==> config.mk <==
export PLATFORM = sky130hd
export DESIGN_NAME = play_dma_engine
export DESIGN_NICKNAME = d
export VERILOG_FILES = /design/src/rtl/pde_pkg.sv /design/src/rtl/pde_fmt_reg.sv /design/src/rtl/pde_dreq_ctl.sv /design/src/rtl/pde_byte_cnt.sv /design/src/rtl/play_dma_engine.sv
export SDC_FILE = /design/constraint.sdc
export NUM_CORES = 1
export LEC_CHECK = 0
export BUFFER_PORTS_ARGS = -buffer_cell sky130_fd_sc_hd__buf_2
export CAP_MARGIN = 0
export CORE_ASPECT_RATIO = 1.75
export CORE_MARGIN = 1
export CORE_UTILIZATION = 50
export CTS_CLUSTER_DIAMETER = 60
export CTS_CLUSTER_SIZE = 25
export DETAILED_ROUTE_END_ITERATION = 12
export GPL_TIMING_DRIVEN = 0
export PLACE_DENSITY = 0.75
export SLEW_MARGIN = 10
export SYNTH_ARGS = -nofsm -noshare
export SYNTH_HDL_FRONTEND = slang
export SYNTH_HIERARCHICAL = 1
export SYNTH_SLANG_ARGS = --single-unit
==> constraint.sdc <==
create_clock -name clk_i -period 5.7 [get_ports clk_i]
set_input_delay 1.71 -clock clk_i [delete_from_list [all_inputs] [get_ports clk_i]]
set_output_delay 1.71 -clock clk_i [all_outputs]
set_load 0.01 [all_outputs]
==> src/rtl/pde_pkg.sv <==
package pde_pkg;

  typedef enum logic [2:0] {
    SF_U8    = 3'd0,
    SF_ULAW  = 3'd1,
    SF_S16LE = 3'd2,
    SF_ALAW  = 3'd3,
    SF_RSV4  = 3'd4,
    SF_ADPCM = 3'd5,
    SF_S16BE = 3'd6,
    SF_RSV7  = 3'd7
  } sfmt_e;

  // 0 marks an unusable rate slot
  function automatic logic [15:0] rate_lookup(input logic tbl, input logic [2:0] idx);
    logic [15:0] hz;
    if (!tbl) begin
      case (idx)
        3'd0: hz = 16'd8000;
        3'd1: hz = 16'd16000;
        3'd2: hz = 16'd27420;
        3'd3: hz = 16'd32000;
        3'd6: hz = 16'd48000;
        3'd7: hz = 16'd9000;
        default: hz = 16'd0;
      endcase
    end else begin
      case (idx)
        3'd0: hz = 16'd5510;
        3'd1: hz = 16'd11025;
        3'd2: hz = 16'd18900;
        3'd3: hz = 16'd22050;
        3'd4: hz = 16'd37800;
        3'd5: hz = 16'd44100;
        3'd6: hz = 16'd33075;
        default: hz = 16'd6620;
      endcase
    end
    return hz;
  endfunction

  function automatic logic code_ok(input sfmt_e f);
    return (f == SF_U8) || (f == SF_ULAW) || (f == SF_S16LE) ||
           (f == SF_ALAW) || (f == SF_S16BE);
  endfunction

  function automatic logic [1:0] byte_shift(input sfmt_e f, input logic st);
    logic wide;
    wide = (f == SF_S16LE) || (f == SF_S16BE);
    return wide ? (st ? 2'd2 : 2'd1) : (st ? 2'd1 : 2'd0);
  endfunction

endpackage

==> src/rtl/pde_fmt_reg.sv <==
module pde_fmt_reg
  import pde_pkg::*;
#(
  parameter int RATE_W = 16
) (
  input  logic              clk_i,
  input  logic              rst_ni,
  input  logic              wr_i,
  input  logic [7:0]        byte_i,
  input  logic              ext_mode_i,
  output logic [RATE_W-1:0] rate_o,
  output logic              stereo_o,
  output logic [2:0]        sfmt_o,
  output logic [1:0]        shift_o,
  output logic              err_o,
  output logic              ok_o
);

  sfmt_e       code;
  logic [15:0] hz;

  always_comb begin
    code = sfmt_e'(ext_mode_i ? byte_i[7:5] : {1'b0, byte_i[6:5]});
    hz   = rate_lookup(byte_i[0], byte_i[3:1]);
    ok_o = (hz != 16'd0) && code_ok(code);
  end

  always_ff @(posedge clk_i or negedge rst_ni) begin
    if (!rst_ni) begin
      rate_o   <= RATE_W'(8000);
      stereo_o <= 1'b0;
      sfmt_o   <= 3'd0;
      shift_o  <= 2'd0;
      err_o    <= 1'b0;
    end else if (wr_i) begin
      err_o <= !ok_o;
      if (ok_o) begin
        rate_o   <= RATE_W'(hz);
        stereo_o <= byte_i[4];
        sfmt_o   <= code;
        shift_o  <= byte_shift(code, byte_i[4]);
      end
    end
  end

  AST_ERR_STICKY: assert property (@(posedge clk_i) disable iff (!rst_ni)
    !wr_i |=> $stable(err_o));
  AST_BAD_KEEPS_RATE: assert property (@(posedge clk_i) disable iff (!rst_ni)
    (wr_i && !ok_o) |=> ($stable(rate_o) && $stable(sfmt_o) && $stable(shift_o)));
  AST_CODE_PLAYABLE: assert property (@(posedge clk_i) disable iff (!rst_ni)
    (sfmt_o != 3'd4) && (sfmt_o != 3'd5) && (sfmt_o != 3'd7));

endmodule

==> src/rtl/pde_dreq_ctl.sv <==
module pde_dreq_ctl (
  input  logic clk_i,
  input  logic rst_ni,
  input  logic play_en_i,
  input  logic fmt_wr_i,
  input  logic fmt_ok_i,
  input  logic err_i,
  output logic hold_o,
  output logic start_o
);

  logic stop;

  always_comb begin
    start_o = play_en_i && !hold_o && (fmt_wr_i ? fmt_ok_i : !err_i);
    stop    = !play_en_i || (fmt_wr_i && !fmt_ok_i);
  end

  always_ff @(posedge clk_i or negedge rst_ni) begin
    if (!rst_ni)      hold_o <= 1'b0;
    else if (stop)    hold_o <= 1'b0;
    else if (start_o) hold_o <= 1'b1;
  end

  AST_ERR_DROPS_HOLD: assert property (@(posedge clk_i) disable iff (!rst_ni)
    (fmt_wr_i && !fmt_ok_i) |=> !hold_o);
  AST_EN_LOW_NO_HOLD: assert property (@(posedge clk_i) disable iff (!rst_ni)
    !play_en_i |=> !hold_o);

endmodule

==> src/rtl/pde_byte_cnt.sv <==
module pde_byte_cnt #(
  parameter int CNT_W = 16,
  localparam int XFER_W = CNT_W + 2
) (
  input  logic              clk_i,
  input  logic              rst_ni,
  input  logic              hold_i,
  input  logic              start_i,
  input  logic              xfer_i,
  input  logic              irq_en_i,
  input  logic [CNT_W-1:0]  base_i,
  input  logic [1:0]        shift_i,
  output logic [XFER_W-1:0] remain_o,
  output logic              irq_o
);

  logic [XFER_W-1:0] cnt_q, target;
  logic              accept, hit;

  always_comb begin
    target = XFER_W'(base_i) << shift_i;
    if (!irq_en_i)            remain_o = '1;
    else if (cnt_q >= target) remain_o = '0;
    else                      remain_o = target - cnt_q;
    accept = hold_i && xfer_i && (remain_o != '0);
    hit    = accept && irq_en_i && (remain_o == XFER_W'(1));
  end

  always_ff @(posedge clk_i or negedge rst_ni) begin
    if (!rst_ni) begin
      cnt_q <= '0;
      irq_o <= 1'b0;
    end else begin
      irq_o <= hit;
      if (start_i || hit) cnt_q <= '0;
      else if (accept)    cnt_q <= cnt_q + XFER_W'(1);
    end
  end

  AST_NO_OVERFLOW: assert property (@(posedge clk_i) disable iff (!rst_ni)
    (irq_en_i && remain_o == '0 && !start_i) |=> $stable(cnt_q));
  AST_FROZEN_NO_HOLD: assert property (@(posedge clk_i) disable iff (!rst_ni)
    (!hold_i && !start_i) |=> $stable(cnt_q));
  AST_IRQ_RESTART: assert property (@(posedge clk_i) disable iff (!rst_ni)
    irq_o |-> (cnt_q == '0));
  AST_NO_IRQ_DISABLED: assert property (@(posedge clk_i) disable iff (!rst_ni)
    !irq_en_i |=> !irq_o);

endmodule

==> src/rtl/play_dma_engine.sv <==
module play_dma_engine #(
  parameter int CNT_W  = 16,
  parameter int RATE_W = 16,
  localparam int XFER_W = CNT_W + 2
) (
  input  logic              clk_i,
  input  logic              rst_ni,
  input  logic              fmt_wr_i,
  input  logic [7:0]        fmt_byte_i,
  input  logic              ext_mode_i,
  input  logic              play_en_i,
  input  logic              irq_en_i,
  input  logic [CNT_W-1:0]  base_cnt_i,
  input  logic              xfer_i,
  output logic [RATE_W-1:0] rate_hz_o,
  output logic              stereo_o,
  output logic [2:0]        sfmt_o,
  output logic [1:0]        shift_o,
  output logic              dreq_hold_o,
  output logic              fmt_err_o,
  output logic [XFER_W-1:0] remain_o,
  output logic              play_irq_o
);

  logic fmt_ok, start;

  pde_fmt_reg #(.RATE_W(RATE_W)) i_fmt (
    .clk_i, .rst_ni,
    .wr_i(fmt_wr_i), .byte_i(fmt_byte_i), .ext_mode_i,
    .rate_o(rate_hz_o), .stereo_o, .sfmt_o, .shift_o,
    .err_o(fmt_err_o), .ok_o(fmt_ok)
  );

  pde_dreq_ctl i_dreq (
    .clk_i, .rst_ni, .play_en_i,
    .fmt_wr_i, .fmt_ok_i(fmt_ok), .err_i(fmt_err_o),
    .hold_o(dreq_hold_o), .start_o(start)
  );

  pde_byte_cnt #(.CNT_W(CNT_W)) i_cnt (
    .clk_i, .rst_ni,
    .hold_i(dreq_hold_o), .start_i(start), .xfer_i, .irq_en_i,
    .base_i(base_cnt_i), .shift_i(shift_o),
    .remain_o, .irq_o(play_irq_o)
  );

  AST_START_CLEARS: assert property (@(posedge clk_i) disable iff (!rst_ni)
    $rose(dreq_hold_o) |-> (irq_en_i ? (remain_o == ((XFER_W'(base_cnt_i) << shift_o))) : 1'b1)
    || $changed(base_cnt_i) || $changed(shift_o));

endmodule

Word-level counts from Yosys, hierarchy flattened
Index checks and enable logic that the tools add are counted.
{"block": "classes", "add_sub_neg": 2, "order_cmp": 1, "eq_ne": 12, "shift": 1, "muxes": 14, "reduce_logical": 26}
{"op": "one-hot mux 16 bit (7 select lines)", "n": 1}
{"op": "one-hot mux 16 bit (6 select lines)", "n": 1}
{"op": "2-to-1 mux 18 bit", "n": 4}
{"op": "adder 18 x 1 -> 18 bit, second input constant", "n": 1}
{"op": "== test 18 x 1 -> 1 bit, second input constant", "n": 1}
{"op": ">= comparator 18 bit", "n": 1}
{"op": "nonzero test 18 bit", "n": 1}
{"op": "left shift 16 x 2 -> 18 bit", "n": 1}
{"op": "subtractor 18 bit", "n": 1}
{"op": "2-to-1 mux 16 bit", "n": 1}
{"op": "nonzero test 16 bit", "n": 1}
{"op": "== test 3 bit, second input constant", "n": 5}
{"op": "== test 3 x 2 -> 1 bit, second input constant", "n": 4}
{"op": "logical AND 1 bit", "n": 8}
{"op": "logical OR 1 bit", "n": 7}
{"op": "== test 3 x 1 -> 1 bit, second input constant", "n": 2}
{"op": "zero test 3 bit", "n": 2}
{"op": "zero test 1 bit", "n": 4}
{"op": "2-to-1 mux 1 bit", "n": 4}
{"op": "2-to-1 mux 2 bit", "n": 2}
{"op": "nonzero test 2 bit", "n": 2}
{"op": "2-to-1 mux 3 bit", "n": 1}
{"op": "AND reduction 2 bit", "n": 1}
{"block": "totals", "reg_bits": 43, "output_inout_bits": 43, "wordCells": 64}

Depth between registers and ports, before layout
{"block": "logic_depth", "depth_word": 11, "ltp_mapped": 18, "mapped_depth_nobuf": 14}

Hierarchy
The synthesis kept the hierarchy.
{"module": "pde_byte_cnt", "instances": 1, "cells_each": 363, "area_per_inst_um2": 3001.6, "seq_area_each_um2": 475.5}
{"module": "pde_fmt_reg", "instances": 1, "cells_each": 130, "area_per_inst_um2": 1286.2, "seq_area_each_um2": 583.1}
{"module": "pde_dreq_ctl", "instances": 1, "cells_each": 7, "area_per_inst_um2": 77.6, "seq_area_each_um2": 25.0}

Worst setup path before layout
OpenSTA, ideal clock, no wires.
{"block": "synth_path", "kind": "input-to-output", "from": "in base_cnt_i[3]", "to": "out remain_o[13]", "t_arrival_ns": 3.970, "t_required_ns": 3.990, "setup_slack_ns": 0.020, "stages": 9, "cell_sequence": "mux4_2 > ha_1 > buf_2 > nand4_1 > a21o_4 > a21o_1 > nor3b_2 > or2_2 > o21ai_0"}
{"block": "synth_between", "elab_chain_len": 4, "elab_cells_between_ends": 5, "classes_between": "add/sub (1); order compare (1); shift (1); mux (2)"}
{"element": "start, declared", "line": "play_dma_engine.sv:13", "text": "input logic [CNT_W-1:0] base_cnt_i,"}
{"element": "left shift 16 x 2 -> 18 bit (*)", "line": "pde_byte_cnt.sv:21", "text": "target = XFER_W'(base_i) << shift_i;"}
{"element": "subtractor 18 bit or >= comparator 18 bit (tied branches)", "line": "pde_byte_cnt.sv:24, pde_byte_cnt.sv:23"}
{"element": "2-to-1 mux 18 bit (*)", "line": "pde_byte_cnt.sv:23", "text": "else if (cnt_q >= target) remain_o = '0;"}
{"element": "2-to-1 mux 18 bit (*)", "line": "pde_byte_cnt.sv:22", "text": "if (!irq_en_i) remain_o = '1;"}
{"element": "end, declared", "line": "play_dma_engine.sv:21", "text": "output logic [XFER_W-1:0] remain_o,"}
Every way passes the cells marked *; elsewhere a longest branch is shown, timed or not.

Final worst setup path
{"block": "layout_path", "from": "in base_cnt_i[1]", "to": "out remain_o[15]"}
The elaborated chain is that of the path after synthesis.

==> flow_summary_export.csv <==
group,metric,value,unit
die,pin_count,74,
synth,avgSynthCellArea,8.73,sq um
detailed_routing,met1Wirelength,4540,um
die,dieArea,0.00912,sq mm
critical_path,slowest_stage,"mux4_2",
place,place_inst,688,
critical_path,slowest_delay,490,ps
die,core-area,0.00837,sq mm
detailed_routing,num_vias,4284,
place,placed_cell_area,0.00487,sq mm
place,dp_hpwl,9530,um
critical_path,arrival,4230,ps
critical_path,crit_fanout,5,
detailed_routing,dr.first_iter.drc_count,181,
synth,yosys_register_bits,43,
clock_network,path_clk_slew,60,ps
synth,synth_top_area_share,21.2,%
synth,synth_edf_count,0,
sta,fin_worst_skew,6.16,ps
critical_path,r2r-end,"i_cnt/cnt_q[6]",
detailed_routing,viasPerCell,5.97,
cells_and_area,antennaDiodeCount,0,
run_status,status,"finished, violations left",
pwr,p_per_area,282,mW/mm^2
die,num_rows,44,
critical_path,cp-end-kind,"output port",
clock_network,clock-sinks,43,
critical_path,path_cells,"buf_8, mux4_2, ha_4, o211a_1, o31ai_4, a2111oi_2, nand2b_1, a211o_1, nand2_4, buf_6, or2b_1, nand2_1, buf_2",
critical_path,r2r-start,"i_fmt/shift_o[1]",
place,gp_congestion,0.904,
synth,syn_area,0.00437,sq mm
critical_path,critPathKind,"primary input to output port",
detailed_routing,avgRoutedWirePerCell,17.6,um
synth,synthArstFlopShare,100,%
grt,grt_pass1_vias,4327,
synth,syn-instance-count,500,
clock_network,numCtsBuffers,5,
sta,maxSlewHeadroom,36.4,%
critical_path,cp_num_cells,13,
cells_and_area,area_growth,25.8,%
detailed_routing,wl_met3,473,um
critical_path,required,3990,ps
grt,grt_antenna_before_repair,0,
clock_network,tritoncts,"built",
min_path,hp-class,"register to register",
detailed_routing,drc,0,
grt,overflow,0,
clock_network,clk_latency,290,ps
synth,synthFlopType,"dfrtp_1",
synth,synth_area_leaders,"dfrtp_1 (21%), ha_1 (6.3%), mux4_2 (5.2%)",
cells_and_area,fin_nets,655,
critical_path,critical_path.endpoint,"remain_o[15]",
clock_network,ctsHoldBuffers,0,
critical_path,r2r_slack,850,ps
sta,finalHoldViolations,0,
critical_path,reg2regPathDepth,16,
run_status,violations,"negative setup slack",
die,fp.dieW,72.6,um
critical_path,critPathLaunchType,"primary input",
pwr,peakVddDrop,0.232,mV
sta,grt_setup_unrepaired,"true",
synth,yosys_warnings,6,
detailed_routing,firstDrtPassIters,4,
grt,grt_max_degree,44,
place,port_buffers,73,
sta,finalCritPeriodShare,104,%
sta,finalSetupViolations,18,
synth,yosysUniqueCellTypes,86,
critical_path,critPathLaunch,"base_cnt_i[1]",
detailed_routing,dr_wl_met2,7040,um
job,cap_violations,0,
die,die_y,126,um
sta,slew_violations,0,
detailed_routing,wl,12600,um
synth,synth_top_area_cell,"dfrtp_1",
sta,worst_pin_slew,954,ps
cells_and_area,postLayoutCellArea,0.00549,sq mm
sta,finalWorstSetupSlack,-243,ps
synth,ys_seq_area_share,24.8,%
clock_network,clock_path_buffers,2,
grt,grt_pass1_wl,20000,um
critical_path,cp_top_family,"compound AO/OA/AOI/OAI gates",
pwr,p_leak,0.00225,uW
cells_and_area,stdcell_count,717,
cells_and_area,drive_above_1_share,35.2,%
synth,syn-num-nets,554,
clock_network,h-tree-depth,2,
clock_network,cts-root-buf,"clkbuf_16",
detailed_routing,top_layer_used,"met4",
critical_path,worst-path-buf-inv,3,
grt,grt_use_total,28.2,%
sta,max_freq,168,MHz
sta,fin_crit,5940,ps
detailed_routing,antenna_left,0,
die,initial_core_util,52.2,%
==> layout by cell type, fill, tap and decap left out, types with 7 or more instances in the layout <==
master | synthesis | final
nand2_1 | 48 | 47
nor4_2 | 7 | 7
nor2b_1 | 7 | 7
nor3_1 | 12 | 12
dfrtp_1 | 37 | 37
xor2_1 | 8 | 8
o21ai_0 | 43 | 40
xnor2_1 | 18 | 18
nand3_1 | 14 | 12
buf_4 | 2 | 25
inv_1 | 32 | 32
or3_1 | 7 | 7
ha_1 | 22 | 12
buf_6 | 6 | 15
nor2_1 | 39 | 39
a21o_1 | 8 | 8
buf_2 | 10 | 71
mux4_2 | 10 | 10
a21oi_1 | 22 | 18
nand4_1 | 9 | 9
ha_4 | 0 | 9
==> sequential cells by signal (all words and copies together) (netlist names) <==
name / cells
i_fmt/err_o: 1
i_dreq/hold_o: 1
i_fmt/shift_o: 2
i_cnt/cnt_q: 18
i_fmt/sfmt_o: 3
i_cnt/irq_o: 1
i_fmt/stereo_o: 1
i_fmt/rate_o: 16
==> synthesized netlist by cell type (7+ instances only) <==
cell type / number
or3_1: 7
mux4_2: 10
nand2_1: 48
dfrtp_1: 37
nor2b_1: 7
a21o_1: 8
nand4_1: 9
nand3_1: 14
xor2_1: 8
a21oi_1: 22
o21ai_0: 43
buf_2: 10
nor2_1: 39
nor3_1: 12
xnor2_1: 18
ha_1: 22
inv_1: 32
nor4_2: 7
==> metal layers <==
metal  up-vias  GRT usage, %
met4         0          15.5
li1       2033             -
met1      2068          27.3
met5         -             0
met3        41          2.96
met2       142          55.1
==> worst reg2reg max path, stage by stage, from the launching register on <==
cell	delay [ps]
dfrtp_1	490
buf_1	540
clkbuf_1	490
mux4_2	420
ha_4	240
buf_4	160
a21oi_4	270
a2111oi_2	110
nand2b_1	180
buf_4	150
xnor2_1	370
nand4_1	230
nor4_4	540
buf_6	250
nor3_2	70
xnor2_1	150
nor2_1	60
==> layout make-up <==
type,count,area [sq um]
fill,700,2880
buffer,24,194
inverter,32,120
tap,115,144
multi-input combinational,398,3200
sequential,43,1080
clock inverter,2,12.5
clock buffer,6,129
timing repair buffer,97,608
==> worst min path at each step <==
| stage | start | endpoint | slack (ps) | depth (start not counted) |
|---|---|---|---|---|
| 2_1_floorplan | i_fmt/rate_o[8] | i_fmt/rate_o[8] | 480 | 2 |
| 5_1_grt | i_fmt/rate_o[14] | i_fmt/rate_o[14] | 500 | 2 |
| 4_1_cts | i_fmt/rate_o[13] | i_fmt/rate_o[13] | 480 | 1 |
| 3_5_place_dp | i_fmt/rate_o[13] | i_fmt/rate_o[13] | 460 | 1 |
| 3_3_place_gp | i_fmt/rate_o[15] | i_fmt/rate_o[15] | 460 | 2 |
| 6_report | i_fmt/rate_o[13] | i_fmt/rate_o[13] | 470 | 1 |
==> metrics by stage <==
stage | hold slack [ps] | power (uW) | TNS (ps) | setup slack, ps | util (%)
final | 475 | 1550 | -3440 | -243 | 65.6
after CTS | 478 | 1490 | -2790 | -213 | 63.8
after detailed placement | 464 | 1110 | -11170 | -729 | 58.3
after floorplan | 483 | 905 | 0 | 19.7 | -
after global routing | 502 | 1640 | -4700 | -322 | 65.6
after global placement | 461 | 1090 | -10250 | -667 | 58.3
==> cells by family (layout without fill, tap and decap cells) <==
family                   Yosys count  count (layout)  synth area share, %
buffers and inverters             59             161                 6.56
XOR/XNOR                          26              26                 5.22
AO/OA/AOI/OAI                    138             138                 23.8
adder cells (fa/ha/maj)           23              23                 6.76
flip-flops                        43              43                 24.8
multiplexers                      22              22                 8.08
AND/OR/NAND/NOR                  189             189                 24.7
==> power by group <==
| part | internal, uW | switching [uW] | total, uW |
|---|---|---|---|
| combinational | 405 | 500 | 905 |
| clock | 162 | 114 | 276 |
| sequential | 339 | 28.3 | 367 |
| total | 905 | 643 | 1550 |
==> repair_timing <==
action / 4_1_cts / 5_1_grt
setup buffers: 15 / 7
pin swaps: 13 / 7
setup endpoints to repair: 18 / 18
resized for setup: 44 / 23
gates cloned: 2 / 0
Power figures use the tool's default switching activity.
